### src/rtl/canfd_dbt_pkg.sv
package canfd_dbt_pkg;
  localparam int PRESC_W = 5;
  localparam int SEG1_W  = 5;
  localparam int SEG2_W  = 4;
  localparam int SJW_W   = 4;
  // counter wide enough for a stretched first segment
  localparam int CNT_W   = SEG1_W + 2;

  localparam int BRP_LSB  = 16;
  localparam int SEG1_LSB = 8;
  localparam int SEG2_LSB = 4;
  localparam int SJW_LSB  = 0;
  localparam int TDC_BIT  = 23;

  localparam logic [31:0] CFG_RESET = 32'h0000_0A33;
  localparam logic [31:0] CFG_MASK  =
      (32'((1 << PRESC_W) - 1) << BRP_LSB) |
      (32'((1 << SEG1_W) - 1) << SEG1_LSB) |
      (32'((1 << SEG2_W) - 1) << SEG2_LSB) |
      (32'((1 << SJW_W) - 1) << SJW_LSB) |
      (32'd1 << TDC_BIT);

  typedef enum logic [1:0] {
    PH_SYNC = 2'd0,
    PH_SEG1 = 2'd1,
    PH_SEG2 = 2'd2
  } phase_e;

  // control -> datapath strobes
  typedef struct packed {
    logic clrCnt;
    logic loadLens;
    logic extSeg1;
    logic shrinkSeg2;
  } dp_ctl_t;

  // datapath -> control status
  typedef struct packed {
    logic prescEnd;
    logic firstClk;
    logic fallEdge;
    logic resyncUsed;
    logic seg1Last;
    logic seg2Last;
    logic seg2CutNow;
    logic seg2EndShrunk;
  } dp_stat_t;
endpackage

### src/rtl/canfd_dbt_datapath.sv
module canfd_dbt_datapath
  import canfd_dbt_pkg::*;
(
  input  logic        clk,
  input  logic        rstN,
  input  logic        cfgWrEn,
  input  logic        cfgChangeEn,
  input  logic        initMode,
  input  logic [31:0] cfgWrData,
  input  logic        rxLine,
  input  dp_ctl_t     ctl,
  output logic [31:0] cfgRdData,
  output dp_stat_t    stat
);
  logic [31:0]        cfgReg;
  logic [PRESC_W-1:0] brpVal;
  logic [SEG1_W-1:0]  seg1Val;
  logic [SEG2_W-1:0]  seg2Val;
  logic [SJW_W-1:0]   sjwVal;
  logic [CNT_W-1:0]   sjwLen;
  logic [PRESC_W-1:0] prescCnt;
  logic [CNT_W-1:0]   tqCnt;
  logic [CNT_W-1:0]   tqNext;
  logic [CNT_W-1:0]   seg1Len;
  logic [CNT_W-1:0]   seg2Len;
  logic [CNT_W-1:0]   ext1;
  logic [CNT_W-1:0]   remain2;
  logic [CNT_W-1:0]   shrunk2;
  logic               rxPrev;
  logic               resyncUsed;
  logic               prescEnd;

  // gated configuration write
  always_ff @(posedge clk or negedge rstN) begin
    if (!rstN) begin
      cfgReg <= CFG_RESET;
    end else if (cfgWrEn && cfgChangeEn && initMode) begin
      cfgReg <= cfgWrData & CFG_MASK;
    end
  end

  assign cfgRdData = cfgReg;
  assign brpVal  = cfgReg[BRP_LSB +: PRESC_W];
  assign seg1Val = cfgReg[SEG1_LSB +: SEG1_W];
  assign seg2Val = cfgReg[SEG2_LSB +: SEG2_W];
  assign sjwVal  = cfgReg[SJW_LSB +: SJW_W];
  assign sjwLen  = CNT_W'(sjwVal) + CNT_W'(1);

  assign prescEnd = (prescCnt == brpVal);
  assign tqNext   = tqCnt + CNT_W'(1);
  assign ext1     = (tqNext < sjwLen) ? tqNext : sjwLen;
  assign remain2  = seg2Len - tqCnt;
  assign shrunk2  = seg2Len - sjwLen;

  assign stat.prescEnd      = prescEnd;
  assign stat.firstClk      = (prescCnt == '0) && (tqCnt == '0);
  assign stat.fallEdge      = rxPrev & ~rxLine;
  assign stat.resyncUsed    = resyncUsed;
  assign stat.seg1Last      = prescEnd && (tqCnt == seg1Len - CNT_W'(1));
  assign stat.seg2Last      = prescEnd && (tqCnt == seg2Len - CNT_W'(1));
  assign stat.seg2CutNow    = (remain2 <= sjwLen);
  assign stat.seg2EndShrunk = prescEnd && (tqCnt == shrunk2 - CNT_W'(1));

  always_ff @(posedge clk or negedge rstN) begin
    if (!rstN) begin
      rxPrev <= 1'b1;
    end else begin
      rxPrev <= rxLine;
    end
  end

  // prescaler and quantum counter
  always_ff @(posedge clk or negedge rstN) begin
    if (!rstN) begin
      prescCnt <= '0;
      tqCnt    <= '0;
    end else if (ctl.clrCnt) begin
      prescCnt <= '0;
      tqCnt    <= '0;
    end else if (prescEnd) begin
      prescCnt <= '0;
      tqCnt    <= tqNext;
    end else begin
      prescCnt <= prescCnt + PRESC_W'(1);
    end
  end

  // segment lengths for the current bit
  always_ff @(posedge clk or negedge rstN) begin
    if (!rstN) begin
      seg1Len    <= CNT_W'(CFG_RESET[SEG1_LSB +: SEG1_W]) + CNT_W'(1);
      seg2Len    <= CNT_W'(CFG_RESET[SEG2_LSB +: SEG2_W]) + CNT_W'(1);
      resyncUsed <= 1'b0;
    end else if (ctl.loadLens) begin
      seg1Len    <= CNT_W'(seg1Val) + CNT_W'(1);
      seg2Len    <= CNT_W'(seg2Val) + CNT_W'(1);
      resyncUsed <= 1'b0;
    end else begin
      if (ctl.extSeg1) begin
        seg1Len <= seg1Len + ext1;
      end
      if (ctl.shrinkSeg2) begin
        seg2Len <= shrunk2;
      end
      if (ctl.extSeg1 || ctl.shrinkSeg2) begin
        resyncUsed <= 1'b1;
      end
    end
  end
endmodule

### src/rtl/canfd_dbt_control.sv
module canfd_dbt_control
  import canfd_dbt_pkg::*;
(
  input  logic     clk,
  input  logic     rstN,
  input  logic     initMode,
  input  logic     busIdle,
  input  dp_stat_t stat,
  output dp_ctl_t  ctl,
  output logic     bitStart,
  output logic     sampleStrobe
);
  phase_e phase;
  phase_e phaseNxt;
  logic   resyncNow;

  assign resyncNow = stat.fallEdge && !stat.resyncUsed;

  always_comb begin
    phaseNxt     = phase;
    ctl          = '0;
    bitStart     = 1'b0;
    sampleStrobe = 1'b0;
    if (initMode) begin
      phaseNxt     = PH_SYNC;
      ctl.clrCnt   = 1'b1;
      ctl.loadLens = 1'b1;
    end else if (busIdle && stat.fallEdge) begin
      // hard sync: this clock is the sync segment
      phaseNxt     = PH_SEG1;
      ctl.clrCnt   = 1'b1;
      ctl.loadLens = 1'b1;
    end else begin
      unique case (phase)
        PH_SYNC: begin
          ctl.loadLens = 1'b1;
          bitStart     = stat.firstClk;
          if (stat.prescEnd) begin
            phaseNxt   = PH_SEG1;
            ctl.clrCnt = 1'b1;
          end
        end
        PH_SEG1: begin
          if (resyncNow) begin
            ctl.extSeg1 = 1'b1;
          end else if (stat.seg1Last) begin
            sampleStrobe = 1'b1;
            phaseNxt     = PH_SEG2;
            ctl.clrCnt   = 1'b1;
          end
        end
        PH_SEG2: begin
          if (resyncNow && (stat.seg2CutNow || stat.seg2EndShrunk)) begin
            phaseNxt   = PH_SYNC;
            ctl.clrCnt = 1'b1;
          end else if (resyncNow) begin
            ctl.shrinkSeg2 = 1'b1;
          end else if (stat.seg2Last) begin
            phaseNxt   = PH_SYNC;
            ctl.clrCnt = 1'b1;
          end
        end
        default: begin
          phaseNxt   = PH_SYNC;
          ctl.clrCnt = 1'b1;
        end
      endcase
    end
  end

  always_ff @(posedge clk or negedge rstN) begin
    if (!rstN) begin
      phase <= PH_SYNC;
    end else begin
      phase <= phaseNxt;
    end
  end
endmodule

### src/rtl/canfd_data_bit_timer.sv
module canfd_data_bit_timer
  import canfd_dbt_pkg::*;
(
  input  logic        clk,
  input  logic        rstN,
  input  logic        cfgWrEn,
  input  logic        cfgChangeEn,
  input  logic        initMode,
  input  logic [31:0] cfgWrData,
  output logic [31:0] cfgRdData,
  input  logic        busIdle,
  input  logic        rxLine,
  output logic        bitStart,
  output logic        sampleStrobe,
  output logic        sampleValue,
  output logic        txAdvance
);
  dp_ctl_t  ctl;
  dp_stat_t stat;

  canfd_dbt_datapath uDp (
    .clk         (clk),
    .rstN        (rstN),
    .cfgWrEn     (cfgWrEn),
    .cfgChangeEn (cfgChangeEn),
    .initMode    (initMode),
    .cfgWrData   (cfgWrData),
    .rxLine      (rxLine),
    .ctl         (ctl),
    .cfgRdData   (cfgRdData),
    .stat        (stat)
  );

  canfd_dbt_control uCtl (
    .clk          (clk),
    .rstN         (rstN),
    .initMode     (initMode),
    .busIdle      (busIdle),
    .stat         (stat),
    .ctl          (ctl),
    .bitStart     (bitStart),
    .sampleStrobe (sampleStrobe)
  );

  assign sampleValue = sampleStrobe & rxLine;
  // zero processing time: next tx bit is due at the following edge
  assign txAdvance   = sampleStrobe;
endmodule

### config.mk
export PLATFORM = sky130hd
export DESIGN_NAME = canfd_data_bit_timer
export DESIGN_NICKNAME = d
export VERILOG_FILES = /design/src/rtl/canfd_dbt_pkg.sv /design/src/rtl/canfd_dbt_datapath.sv /design/src/rtl/canfd_dbt_control.sv /design/src/rtl/canfd_data_bit_timer.sv
export SDC_FILE = /design/constraint.sdc
export NUM_CORES = 1
export LEC_CHECK = 0
export BUFFER_PORTS_ARGS = -buffer_cell sky130_fd_sc_hd__buf_2
export CAP_MARGIN = 20
export CORE_ASPECT_RATIO = 0.9
export CORE_MARGIN = 3
export CORE_UTILIZATION = 25
export DETAILED_ROUTE_END_ITERATION = 7
export SLEW_MARGIN = 25
export SYNTH_ARGS = -nofsm -noshare
export SYNTH_HDL_FRONTEND = slang
export SYNTH_HIERARCHICAL = 1
export SYNTH_SLANG_ARGS = --single-unit
### constraint.sdc
create_clock -name clk -period 8.1 [get_ports clk]
set_clock_uncertainty 0.15 [all_clocks]
set_input_delay 0 -clock clk [delete_from_list [all_inputs] [get_ports clk]]
set_output_delay 0 -clock clk [all_outputs]
set_load 0.03 [all_outputs]
# Word level (Yosys, flattened, before mapping)
# Index checks and enable logic that the tools add are counted.
# Widths: inputs -> output; s select.
dict set report totals {
  ff_bits 49
  latchBits 0
  mem_bits_rw 0
  mem_bits_ro 0
  input_bits 39
  out_inout_bits 36
  wordCells 97
  n_memories 0
}
dict set report op_classes {
  addsub 11
  multipliers 0
  n_div 0
  order_cmp 2
  n_eq_ne 11
  shifts 0
  n_mux 42
  bitwise_logic 3
  n_reduce_logical 20
}
# cell n
set ops {}
lappend ops {{$mux 7} 7}
lappend ops {{$mux 2} 12}
lappend ops {{$eq 7x7->1} 3}
lappend ops {{$sub 7x1->7 const B} 3}
lappend ops {{$mux 1} 19}
lappend ops {{$sub 7x7->7} 2}
lappend ops {{$add 4x1->5 const B} 2}
lappend ops {{$mux 5} 2}
lappend ops {{$logic_and 1x1->1} 9}
lappend ops {{$ne 4x3->1 const B} 2}
lappend ops {{$reduce_bool 2->1} 4}
lappend ops {{$add 7x1->7 const B} 1}
lappend ops {{$add 7x7->7} 1}
lappend ops {{$le 7x7->1} 1}
lappend ops {{$logic_not 7->1} 1}
lappend ops {{$lt 7x7->1} 1}
lappend ops {{$add 5x1->6 const B} 1}
lappend ops {{$pmux 2 s3} 1}
lappend ops {{$add 5x1->5 const B} 1}
lappend ops {{$eq 5x5->1} 1}
lappend ops {{$logic_not 5->1} 1}
lappend ops {{$ne 5x3->1 const B} 1}
lappend ops {{$ne 5x5->1 const B} 1}
lappend ops {{$reduce_and 5->1} 1}
lappend ops {{9 further kinds} 11}

# Logic depth before layout (Yosys ltp)
dict set report depth {
  ltp_word 14
  mapped_depth 20
}

# Cells and area by module
# The synthesis kept the hierarchy.
# module instances cells_each area_per_inst_um2 seq_area_each_um2
set by_module_without_submodules {}
lappend by_module_without_submodules {canfd_dbt_datapath 1 459 4085.2 1189.9}
lappend by_module_without_submodules {canfd_dbt_control 1 27 206.4 50.0}
lappend by_module_without_submodules {canfd_data_bit_timer 1 2 13.8 0.0}

# Worst setup path before layout
# No wires, ideal clock.
dict set report synth_timing {
  kind {register to register}
  startpoint {reg uDp.cfgReg[0] (netlist: uDp/cfgRdData[0])}
  endpoint {reg uDp.seg2Len[5]}
  setup_ns 0.132
  arrival_time_ns 4.081
  required_ns 7.818
  slack_ns 3.737
  path_stages_with_launch 17
  path_buffers 2
  period_less_slack_ns 4.363
  path_cell_list {dfstp_2 > ha_1 > nand3_1 > ha_1 > clkbuf_1 > a21oi_1 > nand2_1 > o21ai_0 > a2111oi_0 > a211oi_1 > a32oi_1 > or4b_1 > nor4_1 > clkbuf_1 > nand3_1 > xor2_1 > nor2_1}
}
# item line_no
set synth_lines {}
lappend synth_lines {{start, declared} canfd_dbt_datapath.sv:15} ;# logic [31:0] cfgReg;
lappend synth_lines {{start signal, assigned} canfd_dbt_datapath.sv:38} ;# cfgReg <= cfgWrData & CFG_MASK;
lappend synth_lines {{end signal, assigned} canfd_dbt_datapath.sv:92} ;# seg2Len <= CNT_W'(CFG_RESET[SEG2_LSB +: SEG2_W]) + CNT_W'(1);
lappend synth_lines {{end signal, assigned} canfd_dbt_datapath.sv:96} ;# seg2Len <= CNT_W'(seg2Val) + CNT_W'(1);
lappend synth_lines {{end signal, assigned} canfd_dbt_datapath.sv:103} ;# seg2Len <= shrunk2;
lappend synth_lines {{end, declared} canfd_dbt_datapath.sv:25} ;# logic [CNT_W-1:0] seg2Len;

==> out/summary.md <==
STA classifies the critical path startpoint as a flip-flop. At the later pin of the worst-skew pair, clock insertion delay measures 300 ps. The capture endpoint of the worst hold path is uCtl/phase[1]$_DFFE_PN0P_. The worst path needs 5220 ps of the cycle, external delays included. The Yosys step of the flow raised 6 warnings. The summed instance area of the synthesized netlist is 0.00431 mm^2, and the power density normalized to cell area is 258 mW/mm^2. The worst hold path begins at busIdle. The final critical-path share of the clock period is 0.645.

In the synthesized netlist the dominant register cell turns out to be sky130_fd_sc_hd__dfrtp_1. The run gives 757 as the count of placed standard cells in the final layout, fillers left out. The run gives 0.0188 mm^2 as the full die area. The routed design has 10000 um of wire. The headroom to the max-slew limit was 0.315; the number of I/O port buffers was 48. The share of the synthesized area in the top cell type was 0.221; the maximum fanout encountered on the critical timing path was 10. Synthesis produced a netlist whose cell count is 488. No sink is reached through more buffers than the 2 on the longest clock path.

At the worst endpoint, the arrival time is 5260 ps. Vias per cell: 4.66. Counting distinct cell types in the post-synthesis netlist gives 65. For this run the aggregate overflow at the end of global routing stands at 0. The first routing iteration left 181 violations. Once placement completed, the tool counted placed cells totaling 726.

The number of sinks handled by clock tree synthesis is 49. The cell taking the most area after synthesis is sky130_fd_sc_hd__dfrtp_1. The run gives 0 as the total DRC errors in the routed layout. The total track usage is 0.110, and the number of enable flip-flop cells after synthesis is 0.

TritonCTS built the clock tree. 0 antenna diodes ended up in the layout. The number of cells on the worst reg-to-reg path is 14.

Along the worst hold path, the cell count comes to 4. Initial antenna violation count: 0. The clock-pin transition on the worst setup and hold timing paths was 70 ps; the I/O pin total was 75.

The wire-length estimate of the detail-placed layout is 7430 um. The max-capacitance violation count is 0. In this run the core area contains 44 standard-cell rows. For the highest clock rate, the log shows 191 MHz.

In this run the critical register-to-register path is captured at uCtl/phase[0]$_DFFE_PN0P_. The die is 144 um wide. The routed layout has 3525 vias. From synthesis to final layout, the design area changed by 18.0%.

After clock tree synthesis, the repair step resized 0 gates. Across the VDD grid, the largest voltage drop is 0.150 mV. The min-delay analysis places its worst path in the category in2reg. The classification of the worst setup path is reg2reg. Setup violations remaining at the end of the flow were counted as 0. The run finished with clean final reports.

The detail route stage leaves a number of antenna-violating nets equal to 0. In this run, CTS created clock tree buffers numbering 5. For the first-pass detailed-route iteration total, the log shows 5.

The logs give 2 for the H-tree depth and 0.0165 mm^2 for the core area. The initial cell density of the core is 0.261, and the routed wirelength normalized by instance count is 13.3 um. At the end of the flow, the number of nets in the layout was 624. The first global-routing pass estimated 16900 um of wire. The analysis attributes to cell leakage a power of 2.25 nW. The CTS root buffer is sky130_fd_sc_hd__clkbuf_16. Routability-driven placement finished with a final weighted congestion of 0.820. Setup repair after global routing left no endpoint under its margin.

The tools report the via count of the first global-routing pass as 3308. The worst setup slack for register-to-register paths was 2880 ps. Proportion of synthesized flip-flops having asynchronous set or reset: 1.00. Post-CTS setup repair buffer count: 0. The fraction of final layout cells sized beyond drive strength 1 came out at 0.184. For this design, the CTS-stage hold fixing added 23 buffers. For the worst setup path, the data required time is 8130 ps. The end-of-flow core utilization was 0.308; the average cell area after synthesis was 8.82 um^2. In this run the vertical extent of the chip is 130 um.

The number of hold-slack violations in the final timing report is 0. In this run, synthesis produced a sequential element count of 49. Sorting the synthesized cells by area gives the leading types as sky130_fd_sc_hd__dfrtp_1 (22%), sky130_fd_sc_hd__ha_1 (9.9%), sky130_fd_sc_hd__xnor2_1 (7.1%). The summed negative setup slack over all endpoints was 0 ps. STA classifies the critical path endpoint as a flip-flop. The tools report the number of max-slew violations in the final report as 0. For the share of the yosys chip area belonging to registers, the log shows 0.288. Tracing the worst setup path back leads to its startpoint at uDp/cfgRdData[0]$_DFFE_PN1P_. Pin count of the biggest net entering global routing: 50. The startpoint identified for the worst register-to-register timing path is uDp/cfgRdData[0]$_DFFE_PN1P_. At the pin with the least slew margin, the transition time is 1020 ps.
-- cell usage after synthesis (13+ instances only) --
cell type	number
sky130_fd_sc_hd__nor2_1	42
sky130_fd_sc_hd__dfrtp_1	38
sky130_fd_sc_hd__xnor2_1	35
sky130_fd_sc_hd__ha_1	34
sky130_fd_sc_hd__inv_1	33
sky130_fd_sc_hd__nand2_1	29
sky130_fd_sc_hd__a21oi_1	25
sky130_fd_sc_hd__mux2_2	22
sky130_fd_sc_hd__xor2_1	21
sky130_fd_sc_hd__nand3_1	20
sky130_fd_sc_hd__o21ai_0	20
sky130_fd_sc_hd__buf_4	16
sky130_fd_sc_hd__clkbuf_1	15
sky130_fd_sc_hd__nor3_1	13
-- final cells by class --
| cell class | instances | area, um^2 |
|---|---|---|
| fillers | 1760 | 11400 |
| flip-flops and latches | 49 | 1240 |
| clock inverters | 3 | 33.8 |
| repair buffers | 74 | 493 |
| well taps | 207 | 259 |
| inverters | 35 | 131 |
| clock buffers | 5 | 125 |
| multi-input cells | 384 | 2800 |
-- power breakdown --
part / total, mW / switching, mW / leakage, nW / internal [mW]
combinational: 0.733 / 0.414 / 1.57 / 0.318
clock: 0.223 / 0.105 / 0.0767 / 0.118
sequential: 0.354 / 0.0608 / 0.604 / 0.293
total: 1.31 / 0.580 / 2.25 / 0.730
-- flip-flops by register name, summed over array words and instances (netlist names) --
| signal | cells |
|---|---|
| uDp/resyncUsed | 1 |
| uDp/rxPrev | 1 |
| uDp/tqCnt | 7 |
| uCtl/phase | 2 |
| uDp/prescCnt | 5 |
| uDp/seg1Len | 7 |
| uDp/cfgRdData | 19 |
| uDp/seg2Len | 7 |
-- metal layers --
layer	up-vias	GRT usage	share of wire
met5	-	0	0
met4	0	0.0280	0.011
met3	10	0.0160	0.048
met2	92	0.170	0.44
met1	1626	0.162	0.50
li1	1797	-	-
-- placed cells by master (no fill, tap or decap), drive strengths merged, types with 3 or more instances in the layout --
| master | instances |
|---|---|
| dlygate4sd3 | 23 |
| ha | 34 |
| nor2b | 11 |
| mux2 | 22 |
| mux2i | 7 |
| nand2 | 29 |
| inv | 34 |
| nor3 | 13 |
| conb | 14 |
| dfrtp | 38 |
| clkbuf | 5 |
| and2 | 3 |
| a21o | 7 |
| xnor2 | 35 |
| or3 | 3 |
| buf | 51 |
| o21ai | 20 |
| xor2 | 22 |
| a211oi | 9 |
| nand3 | 20 |
| o211ai | 3 |
| clkinv | 4 |
| nor4 | 7 |
| nand4 | 4 |
| nand2b | 7 |
| dfstp | 11 |
| a21oi | 25 |
| a31oi | 3 |
| o21a | 3 |
| nor2 | 42 |
| and3 | 3 |
-- worst max path at each step --
stage,to
floorplan,uDp/seg2Len[5]$_DFFE_PN0P_
global placement,uDp/seg2Len[4]$_DFFE_PN0P_
detailed placement,uDp/seg2Len[4]$_DFFE_PN0P_
CTS,uCtl/phase[0]$_DFFE_PN0P_
global route,uCtl/phase[0]$_DFFE_PN0P_
finish,uCtl/phase[0]$_DFFE_PN0P_
-- critical path, stage by stage (launching register included) --
cell and delay [ps]:
sky130_fd_sc_hd__dfstp_2 610, sky130_fd_sc_hd__ha_1 280, sky130_fd_sc_hd__nand3_1 230, sky130_fd_sc_hd__ha_1 450, sky130_fd_sc_hd__a21oi_1 400, sky130_fd_sc_hd__nand2_1 150
sky130_fd_sc_hd__o21ai_0 360, sky130_fd_sc_hd__a2111oi_0 190, sky130_fd_sc_hd__a211oi_1 270, sky130_fd_sc_hd__a32oi_1 190, sky130_fd_sc_hd__or4b_1 590, sky130_fd_sc_hd__o2111ai_2 120
sky130_fd_sc_hd__nand4_2 300, sky130_fd_sc_hd__a21o_1 260, sky130_fd_sc_hd__dlygate4sd3_1 550
-- per-stage QoR --
step / cell area [um^2] / hold WS (ps) / power, mW / worst slack, ps
2_1_floorplan: 4350 / -446 / 0.923 / 3740
3_3_place_gp: 4690 / -25.6 / 1.07 / 3260
3_5_place_dp: 4690 / -22.0 / 1.07 / 3250
4_1_cts: 5080 / 109 / 1.32 / 2900
5_1_grt: 5080 / 173 / 1.43 / 2530
6_report: 5080 / 126 / 1.31 / 2880
-- kinds of logic after synthesis --
family                   count (synthesis)  share of synthesized area
AO/OA/AOI/OAI                           89                      0.137
XOR/XNOR                                59                      0.131
adder cells (fa/ha/maj)                 38                      0.113
buffers and inverters                   68                     0.0735
flip-flops                              49                      0.288
multiplexers                            29                     0.0738
other                                    1                   0.000871
AND/OR/NAND/NOR                        155                      0.183
(Power assumes the default switching activity.)
